$ cat src/rtl/pi_pkg.sv
package pi_pkg;
  typedef enum logic [1:0] {
    PER_OFF = 2'd0,
    PER_SEC = 2'd1,
    PER_MIN = 2'd2,
    PER_MON = 2'd3
  } per_e;

  typedef struct packed {
    logic pulse;
    per_e per;
  } ctrl_t;
endpackage

$ cat src/rtl/pi_event_sel.sv
module pi_event_sel
  import pi_pkg::*;
(
  input  per_e per,
  input  logic sec_tick,
  input  logic min_carry,
  input  logic mon_carry,
  output logic ev
);
  always_comb begin
    unique case (per)
      PER_SEC: ev = sec_tick;
      PER_MIN: ev = min_carry;
      PER_MON: ev = mon_carry;
      default: ev = 1'b0;
    endcase
  end
endmodule

$ cat src/rtl/pi_pulse_timer.sv
module pi_pulse_timer #(
  parameter int TRIM_W   = 4,
  parameter int TRIM_SEC = 20
) (
  input  logic              clk,
  input  logic              rst,
  input  logic              sec_tick,
  input  logic              half_tick,
  input  logic              ev,
  input  logic              trim_en,
  input  logic [TRIM_W-1:0] trim_dly,
  output logic              pulse_nxt
);
  localparam int CNT_W = $clog2(TRIM_SEC);
  localparam logic [CNT_W-1:0] CNT_LAST = CNT_W'(TRIM_SEC - 1);

  logic [CNT_W-1:0]  sec_cnt;
  logic              slot;
  logic [TRIM_W-1:0] ext, ext_nxt;
  logic              pulse_low;

  // Low-phase control: extension countdown first, then half-second release.
  always_comb begin
    ext_nxt   = ext;
    pulse_nxt = pulse_low;
    if (ext != '0) begin
      ext_nxt = ext - 1'b1;
      if (ext == TRIM_W'(1)) pulse_nxt = 1'b0;
    end else if (half_tick && pulse_low) begin
      if (slot && trim_en && trim_dly != '0) ext_nxt = trim_dly;
      else pulse_nxt = 1'b0;
    end
    if (ev) pulse_nxt = 1'b1;
  end

  always_ff @(posedge clk) begin
    if (rst) begin
      sec_cnt   <= '0;
      slot      <= 1'b0;
      ext       <= '0;
      pulse_low <= 1'b0;
    end else begin
      if (sec_tick) sec_cnt <= (sec_cnt == CNT_LAST) ? '0 : sec_cnt + 1'b1;
      if (sec_tick && sec_cnt == CNT_LAST) slot <= 1'b1;
      else if (half_tick) slot <= 1'b0;
      ext       <= ext_nxt;
      pulse_low <= pulse_nxt;
    end
  end

  // while the extension is still running the pulse stays low
  a_r8_ext_holds: assert property (@(posedge clk) disable iff (rst)
    (ext > TRIM_W'(1)) |=> pulse_low);

  // a selected event always makes the pulse low
  a_r7_ev_starts: assert property (@(posedge clk) disable iff (rst)
    ev |=> pulse_low);
endmodule

$ cat src/rtl/pi_regs.sv
module pi_regs
  import pi_pkg::*;
#(
  parameter int ADDR_W   = 4,
  parameter int DATA_W   = 8,
  parameter int FLAG_BIT = 2,
  parameter logic [ADDR_W-1:0] CTRL1_ADDR = 4'hE,
  parameter logic [ADDR_W-1:0] CTRL2_ADDR = 4'hF
) (
  input  logic              clk,
  input  logic              rst,
  input  logic              wr_en,
  input  logic [ADDR_W-1:0] wr_addr,
  input  logic [DATA_W-1:0] wr_data,
  input  logic [ADDR_W-1:0] rd_addr,
  input  logic              ev,
  output ctrl_t             ctrl,
  output logic              flag,
  output logic              flag_nxt,
  output logic [DATA_W-1:0] rd_data
);
  logic clr_wr, ctrl_wr;
  logic [DATA_W-1:0] rd_nxt;
  logic unused_wdata;

  assign ctrl_wr = wr_en && (wr_addr == CTRL1_ADDR);
  assign clr_wr  = wr_en && (wr_addr == CTRL2_ADDR) && !wr_data[FLAG_BIT];
  assign unused_wdata = ^{wr_data[DATA_W-1:4], wr_data[2]};

  // Count-up has priority over the software clear.
  always_comb begin
    if (ev)          flag_nxt = 1'b1;
    else if (clr_wr) flag_nxt = 1'b0;
    else             flag_nxt = flag;
  end

  always_comb begin
    rd_nxt = '0;
    if (rd_addr == CTRL1_ADDR) begin
      rd_nxt[3]   = ctrl.pulse;
      rd_nxt[1:0] = ctrl.per;
    end else if (rd_addr == CTRL2_ADDR) begin
      rd_nxt[FLAG_BIT] = flag;
    end
  end

  always_ff @(posedge clk) begin
    if (rst) begin
      ctrl    <= '0;
      flag    <= 1'b0;
      rd_data <= '0;
    end else begin
      if (ctrl_wr) begin
        ctrl.pulse <= wr_data[3];
        ctrl.per   <= per_e'(wr_data[1:0]);
      end
      flag    <= flag_nxt;
      rd_data <= rd_nxt;
    end
  end

  // a selected count-up always leaves the flag set
  a_r6_event_wins: assert property (@(posedge clk) disable iff (rst)
    ev |=> flag);
  // without a clearing write the flag is held
  a_r5_hold: assert property (@(posedge clk) disable iff (rst)
    (flag && !(wr_en && wr_addr == CTRL2_ADDR && !wr_data[FLAG_BIT])) |=> flag);
  // the flag never rises without an event
  a_r4_no_spurious: assert property (@(posedge clk) disable iff (rst)
    (!flag && !ev) |=> !flag);
endmodule

$ cat src/rtl/pi_irq_gen.sv
module pi_irq_gen
  import pi_pkg::*;
#(
  parameter int ADDR_W   = 4,
  parameter int DATA_W   = 8,
  parameter int TRIM_W   = 4,
  parameter int TRIM_SEC = 20
) (
  input  logic              clk,
  input  logic              rst,
  input  logic              sec_tick,
  input  logic              min_carry,
  input  logic              mon_carry,
  input  logic              half_tick,
  input  logic              trim_en,
  input  logic [TRIM_W-1:0] trim_dly,
  input  logic              wr_en,
  input  logic [ADDR_W-1:0] wr_addr,
  input  logic [DATA_W-1:0] wr_data,
  input  logic [ADDR_W-1:0] rd_addr,
  output logic [DATA_W-1:0] rd_data,
  output logic              flag,
  output logic              irq_n
);
  ctrl_t ctrl;
  logic  ev, flag_nxt, pulse_nxt;

  pi_event_sel u_sel (
    .per(ctrl.per), .sec_tick(sec_tick), .min_carry(min_carry),
    .mon_carry(mon_carry), .ev(ev)
  );

  pi_regs #(.ADDR_W(ADDR_W), .DATA_W(DATA_W)) u_regs (
    .clk(clk), .rst(rst), .wr_en(wr_en), .wr_addr(wr_addr),
    .wr_data(wr_data), .rd_addr(rd_addr), .ev(ev), .ctrl(ctrl),
    .flag(flag), .flag_nxt(flag_nxt), .rd_data(rd_data)
  );

  pi_pulse_timer #(.TRIM_W(TRIM_W), .TRIM_SEC(TRIM_SEC)) u_pulse (
    .clk(clk), .rst(rst), .sec_tick(sec_tick), .half_tick(half_tick),
    .ev(ev), .trim_en(trim_en), .trim_dly(trim_dly), .pulse_nxt(pulse_nxt)
  );

  // Registered output, updated on the same edge as the flag.
  always_ff @(posedge clk) begin
    if (rst) irq_n <= 1'b1;
    else     irq_n <= ctrl.pulse ? !pulse_nxt : !flag_nxt;
  end

  // reset leaves the flag clear and the line released
  a_r1_reset: assert property (@(posedge clk)
    rst |=> (!flag && irq_n));
endmodule

$ cat config.mk
export PLATFORM = sky130hd
export DESIGN_NAME = pi_irq_gen
export DESIGN_NICKNAME = d
export VERILOG_FILES = /design/src/rtl/pi_pkg.sv /design/src/rtl/pi_event_sel.sv /design/src/rtl/pi_pulse_timer.sv /design/src/rtl/pi_regs.sv /design/src/rtl/pi_irq_gen.sv
export SDC_FILE = /design/constraint.sdc
export NUM_CORES = 1
export LEC_CHECK = 0
export CAP_MARGIN = 20
export CORE_ASPECT_RATIO = 0.8
export CORE_MARGIN = 5
export CORE_UTILIZATION = 28
export DETAILED_ROUTE_END_ITERATION = 16
export DONT_BUFFER_PORTS = 1
export GPL_TIMING_DRIVEN = 0
export PLACE_DENSITY_LB_ADDON = 0.05
export SYNTH_ARGS = -nofsm -noshare
export SYNTH_HDL_FRONTEND = slang
export SYNTH_HIERARCHICAL = 1
export SYNTH_SLANG_ARGS = --single-unit
$ cat constraint.sdc
create_clock -name clk -period 2.7 [get_ports clk]
set_input_delay 0.27 -clock clk [delete_from_list [all_inputs] [get_ports clk]]
set_output_delay 0.27 -clock clk [all_outputs]
set_load 0.01 [all_outputs]
==> results of run 1 <==
-- cells in the final DEF, fill, tap and decap left out, types with 2 or more instances in the layout --
cell type	netlist	layout
mux2i_1	8	8
dfxtp_1	20	20
nand2b_1	9	9
nand2_1	5	5
a211o_1	2	2
ha_1	3	3
a211oi_1	3	3
nor4b_1	2	2
buf_4	4	4
nand4b_1	2	2
nor2_1	10	10
and2_1	3	3
xor2_1	2	2
o31ai_1	2	2
inv_1	5	5
or3b_1	2	2
clkbuf_8	0	3
nor3_1	2	2
a21oi_1	3	3
nand4_1	2	2
conb_1	1	4
-- sequential cells by signal (all words and copies together) (netlist names) --
register and cells:
irq_n 1, u_regs/rd_data 4, u_pulse/slot 1, u_regs/flag 1
u_pulse/ext 4, u_regs/ctrl 3, u_pulse/pulse_low 1, u_pulse/sec_cnt 5
-- path summary, 6_finish.rpt --
| kind | start | endpoint | slack (ns) | cells past startpoint |
|---|---|---|---|---|
| max | u_pulse/ext[0] | irq_n | 0.71 | 7 |
| min | rst | u_regs/flag | 0.09 | 1 |
| max reg2reg | u_pulse/ext[0] | irq_n | 0.71 | 7 |
| min reg2reg | u_pulse/ext[1] | u_pulse/ext[1] | 0.50 | 2 |
-- layout make-up --
class	instances	share of cell area, %
Sequential cell	20	36.1
Multi-Input combinational cell	79	50.7
Tap cell	42	4.74
Clock buffer	3	3.72
Inverter	5	1.69
Buffer	5	3.05
-- metal layers --
metal  track usage (%)  up-vias  wire length (µm)  share of wire [%]
li1                  -      382                 -                  -
met1              12.4      349              1000                 47
met2              12.8       19               945                 44
met3              4.27        2               158                7.4
met4              1.97        0                18               0.85
met5                 0        -                 0                  0
-- worst max-delay path, stage by stage, from the launching register on --
cell and delay (ns):
dfxtp_1 0.46, inv_1 0.07, ha_1 0.27, or4b_2 0.62, a21oi_1 0.21, nor2_1 0.07
mux2i_1 0.13, or2_1 0.10
-- power by group --
group	total, µW	internal, µW	leakage, µW	switching, µW
Combinational	207	104	0.000222	103
Sequential	366	324	0.000162	41.4
Clock	194	99.2	0.0000216	94.8
-- metrics by stage --
step | cells | setup slack (ns) | utilization (%) | instance area (µm²)
CTS | 154 | 0.701 | 32.2 | 1110
floorplan | 109 | 0.897 | - | 1010
detailed placement | 151 | 0.707 | 31.0 | 1070
global placement | 151 | 0.722 | 31.0 | 1070
global route | 154 | 0.531 | 32.2 | 1110
finish | 154 | 0.708 | 32.2 | 1110
-- synth_stat cells, drive strengths merged --
cell type and number:
nand4 2, or4 1, a211o 2, and2 3, nand4b 2, a21o 1, nand2 5, or3b 2
o31ai 2, nor4b 2, nor3 2, dfxtp 20, a2111oi 1, inv 5, o32a 1, o21ai 1
mux2i 8, and4 1, o211ai 1, a21oi 3, clkbuf 1, xnor2 1, nor2 10, nand2b 9
xor2 2, nor2b 1, ha 3, a21bo 1, a311oi 1, or4b 1, buf 4, or3 1
a211oi 3, conb 1, and4b 1, or2 1
-- kinds of logic (layout without fill, tap and decap cells) --
group | count (synthesis) | in the layout | share of synthesized area [%]
and+or+nand+nor | 44 | 44 | 26.8
DFF | 20 | 20 | 39.9
AOI/OAI and AO/OA | 17 | 17 | 13.3
buffers and inverters | 10 | 13 | 5.24
muxes | 8 | 8 | 7.98
adders and majority gates | 3 | 3 | 3.74
xor gates and xnor gates | 3 | 3 | 2.62
other | 1 | 4 | 0.374
==> summary.txt, run 1 <==
status -> finished clean
Total Power -> 767 µW
LEAKAGE -> 0.000406 µW
Syn Inst Count -> 106
worst hold slack -> 0.0923 ns
violation count after the first detailed-route iteration -> 32
H-tree levels -> 1
Final ANT Viol Nets -> 0
cell row count -> 19
crit path max fanout -> 7
clk sinks -> 20
CTS tree -> built
gr ovfl total -> 0
crit path DAT -> 2.20 ns
sum of negative setup slack -> 0 ns
Num CTS Buffers -> 3
Die Y -> 63.5 µm
P&R area growth vs syn -> 10.5%
vias -> 752
post-DP HPWL -> 1.67 mm
Area contributors post-synth -> dfxtp_1 (40%), mux2i_1 (8.0%), nand2b_1 (5.6%)
DRC -> 0
DR WL/cell -> 13.8 µm
Die Wd -> 76.9 µm
core area -> 3450 µm²
Seq/Total Area, Yosys -> 39.9%
first-pass GRT wire length -> 3.62 mm
Final Hold Fails -> 0
Max Fclk -> 502 MHz
number of vias per cell -> 4.88
DR pass1 iterations -> 4
vias in the first global route -> 737
layout cells sized above 1 -> 10.7%
final worst path period share -> 73.8%
share of the synthesized area in the top cell type -> 39.9%
Buffers on Ports -> 0
Slew Viols, Final -> 0
drt total wl -> 2.12 mm
Final Skew -> 0.000506 ns
num ports -> 38
Post-CTS Setup Bufs -> 0
peak supply drop -> 0.237 mV
initial antenna violation count -> 0
area of the multi-input gates -> 562 µm²
Cell variety after synth -> 36
largest area contributor in the netlist -> dfxtp_1
CP Launch Type -> register
CP required -> 2.90 ns
power per cell area -> 692 nW/µm²
FILL cells -> 361
hold_buf cts -> 0
Post-Syn Area -> 1000 µm²
n_diodes -> 0
number of synthesized register bits -> 20
CTS root buffer -> clkbuf_8
relative slew slack -> 65.9%
Reg area -> 400 µm²
syn avg cell area -> 9.47 µm²
clk buf depth -> 2
worst min path class -> in -> reg
worst-margin pin slew -> 0.497 ns
Max Cap Violations -> 0
Die ar. -> 4890 µm²
PostCTS Resize Cnt -> 0
final setup fails -> 0
Total Routing Usage GR -> 9.07%
clock-pin slew on the worst setup and hold paths -> 0.07 ns
routability cong. -> 0.697
Crit Path Class -> reg -> reg
synth warn -> 6
RSZ-0062 raised after global routing -> no
# nets final -> 145
Critical Path End Type -> register
largest net degree at the start of global routing -> 11
Skew-Pair Late Insertion Delay -> 0.25 ns
Starting Density -> 29.1%
fin crit period -> 1.99 ns
Note: power is estimated with default switching activity, not from simulation.
==> run 2, diff against run 1 <==
--- a/config.mk
+++ b/config.mk
@@ -5,6 +5,7 @@
 export SDC_FILE = /design/constraint.sdc
 export NUM_CORES = 1
 export LEC_CHECK = 0
+export ABC_AREA = 1
 export CAP_MARGIN = 20
 export CORE_ASPECT_RATIO = 0.8
 export CORE_MARGIN = 5
==> constraint.sdc (replaced) <==
create_clock -name clk -period 2 [get_ports clk]
set_input_delay 0.2 -clock clk [delete_from_list [all_inputs] [get_ports clk]]
set_output_delay 0.2 -clock clk [all_outputs]
set_load 0.01 [all_outputs]
==> summary.txt, run 2 <==
Seq/Total Area, Yosys -> 38.9% (-1.0 points)
peak supply drop -> 0.329 mV (+38%)
RSZ-0062 raised after global routing -> no
DR pass1 iterations -> 4 (unchanged)
Worst path most repeated cell -> nand2_1
max reg flops -> 5 (unchanged)
Starting Density -> 29.5% (+0.36 points)
Critical Path End Type -> register
met3 Track Usage GR -> 4.35% (+0.080 points)
CTS tree -> built
power per cell area -> 986 nW/µm² (+43%)
Crit Path Class -> reg -> reg
LEAKAGE -> 0.000515 µW (+27%)
P_sw -> 399 µW (+67%)
largest area contributor in the netlist -> dfxtp_1
largest registers -> u_pulse/sec_cnt x5, u_pulse/ext x4, u_regs/rd_data x4
vias -> 870 (+16%)
gr ovfl total -> 0 (unchanged)
Reg-to-Reg Start -> u_pulse/ext[0]
worst min path class -> in -> reg
DRC -> 0 (unchanged)
Max Cap Violations -> 0 (unchanged)
CP delay by family, top -> simple AND/OR/NAND/NOR gates
Total Routing Usage GR -> 8.61% (-0.46 points)
most common cell after layout, fill and taps aside -> nand2_1
Cell variety after synth -> 21 (-42%)
initial antenna violation count -> 0 (unchanged)
n_diodes -> 0 (unchanged)
post-DP HPWL -> 1.74 mm (+4.3%)
Buf/Inv on CP -> 2 (+1)
fin crit period -> 1.37 ns (-0.626 ns)
share of the synthesized area in the top cell type -> 38.9% (-1.0 points)
final setup fails -> 0 (unchanged)
Area contributors post-synth -> dfxtp_1 (39%), nand2_1 (11%), inv_1 (9.5%)
PostCTS Resize Cnt -> 0 (unchanged)
Hold Crit Depth -> 1 (unchanged)
slowest stage cell, crit path -> dfxtp_1
Hold Crit Endpoint -> u_pulse/sec_cnt[1]
core area -> 3490 µm² (+1.4%)
num ports -> 38 (unchanged)
clk sinks -> 20 (unchanged)
routability cong. -> 0.749 (+7.6%)
clk buf depth -> 2 (unchanged)
met1 usage -> 11.0% (-1.4 points)
synth warn -> 6 (unchanged)
Buffers on Ports -> 0 (unchanged)
M2 GR Usage -> 13.5% (+0.72 points)
layout cells sized above 1 -> 10.5% (-0.22 points)
gr busiest metal -> met2
Final Skew -> 0.00177 ns (+0.00127 ns)
crit path max fanout -> 5 (-2)
clock-pin slew on the worst setup and hold paths -> 0.07 ns (about the same)
Clock Power Share -> 25.9% (+0.6 points)
sequential cell fraction of total power -> 40.3% (-7.4 points)
number of synthesized flops with an enable pin -> 0 (unchanged)
Syn Inst Count -> 152 (+43%)
Max Fclk -> 732 MHz (+46%)
worst r2r path cells -> 9 (+2)
crit path DAT -> 1.51 ns (-0.69 ns)
Internal -> 763 µW (+45%)
Slew Viols, Final -> 0 (unchanged)
# nets final -> 194 (+34%)
violation count after the first detailed-route iteration -> 43 (+34%)
Setup crit start -> u_pulse/ext[0]
P&R area growth vs syn -> 14.5%
Top reg by flops -> u_pulse/sec_cnt
DR WL/cell -> 10.7 µm (-23%)
vias in the first global route -> 807 (+9.5%)
R2R Setup Slk -> 0.63 ns (-0.07 ns)
number of synthesized register bits -> 20 (unchanged)
sum of negative setup slack -> 0 ns (unchanged)
commonest non-fill, non-tap cells in the layout -> nand2_1 (31), inv_1 (26), nor2_1 (22), dfxtp_1 (20), nand3_1 (15)
CP required -> 2.15 ns (-0.75 ns)
Die ar. -> 5000 µm² (+2.2%)
switching share of power -> 34.4% (+3.2 points)
R2R Path End -> irq_n
drt total wl -> 2.18 mm (+2.4%)
number of vias per cell -> 4.26 (-13%)
Final ANT Viol Nets -> 0 (unchanged)
first-pass GRT wire length -> 3.51 mm (-3.0%)
power share of the combinational group -> 33.8% (+6.8 points)
Die Wd -> 77.8 µm (+1.1%)
crit path cell chain -> inv_1, ha_1, nor2_1, a21boi_0, nand2_1, nand2_1, inv_1, nand2_1, nand3_2
largest net degree at the start of global routing -> 12 (+1)
Async SR Flop Fraction -> 0% (unchanged)
CP Launch Type -> register
Skew-Pair Late Insertion Delay -> 0.25 ns (about the same)
final worst path period share -> 68.3% (-5.5 points)
Final Hold Fails -> 0 (unchanged)
Num CTS Buffers -> 3 (unchanged)
most instantiated cells after synthesis -> nand2_1 (31), inv_1 (26), nor2_1 (22)
Hold Path Origin -> sec_tick
syn avg cell area -> 6.77 µm² (-28%)
slowest stage delay, CP -> 0.32 ns (-0.30 ns)
cell row count -> 19 (unchanged)
worst hold slack -> 0.0336 ns (-0.0587 ns)
Post-Syn Area -> 1030 µm² (+2.6%)
most frequent cell after synthesis -> nand2_1
H-tree levels -> 1 (unchanged)
status -> finished clean
Post-synth top flop -> dfxtp_1
Die Y -> 64.2 µm (+1.1%)
CTS root buffer -> clkbuf_8
==> run 2: cell families after synthesis <==
family,synth area share (%)
buf+inv,12.8
fa+ha+maj,3.65
simple gates,34.3
xor+xnor,2.55
other cells,0.364
compound gates,7.53
flops,38.9
==> run 2: repair_timing <==
item                                   4_1_cts  5_1_grt
endpoints found under the hold margin        4        1
hold buffers                                 2        1
buffers inserted                             0        0
==> run 2: routing by layer <==
metal  routed length [µm]  up-vias
met5                    0        -
met4                    0        0
met1                 1020      362
met2                  940       24
met3                  217        0
li1                     -      484
==> run 2: area by class of cell <==
| class | count | area [µm²] |
|---|---|---|
| tap | 42 | 52.6 |
| timing repair buffer | 3 | 30.0 |
| buffer | 4 | 30.0 |
| clock buffer | 4 | 55.1 |
| sequential | 20 | 400 |
| inverter | 27 | 101 |
| fill | 386 | 2320 |
| multi-input combinational | 104 | 509 |
==> run 2: how the worst max path moves through the flow <==
| stage | slack (ns) | end | cells past startpoint |
|---|---|---|---|
| 6_report | 0.63 | irq_n | 9 |
| 5_1_grt | 0.48 | irq_n | 9 |
| 4_1_cts | 0.61 | irq_n | 9 |
| 3_5_place_dp | 0.62 | irq_n | 9 |
| 3_3_place_gp | 0.62 | irq_n | 9 |
| 2_1_floorplan | 0.78 | irq_n | 9 |
==> run 2: through the flow <==
stage	utilization (%)	instance area, µm²	cells	setup WS, ns	total power, µW
after global routing	33.7	1180	204	0.482	1270
after detailed placement	31.3	1090	197	0.622	867
final	33.7	1180	204	0.634	1160
after global placement	31.3	1090	197	0.625	862
after floorplan	-	1040	155	0.783	800
after CTS	33.4	1170	203	0.610	1180
==> run 2: power groups by stage <==
| stage | Clock, µW | Combinational (µW) | Sequential [µW] |
|---|---|---|---|
| final | 301 | 393 | 469 |
| after global routing | 336 | 456 | 475 |
| after CTS | 316 | 395 | 470 |
| after detailed placement | 0 | 387 | 480 |
| after global placement | 0 | 384 | 479 |
| after floorplan | 0 | 329 | 472 |
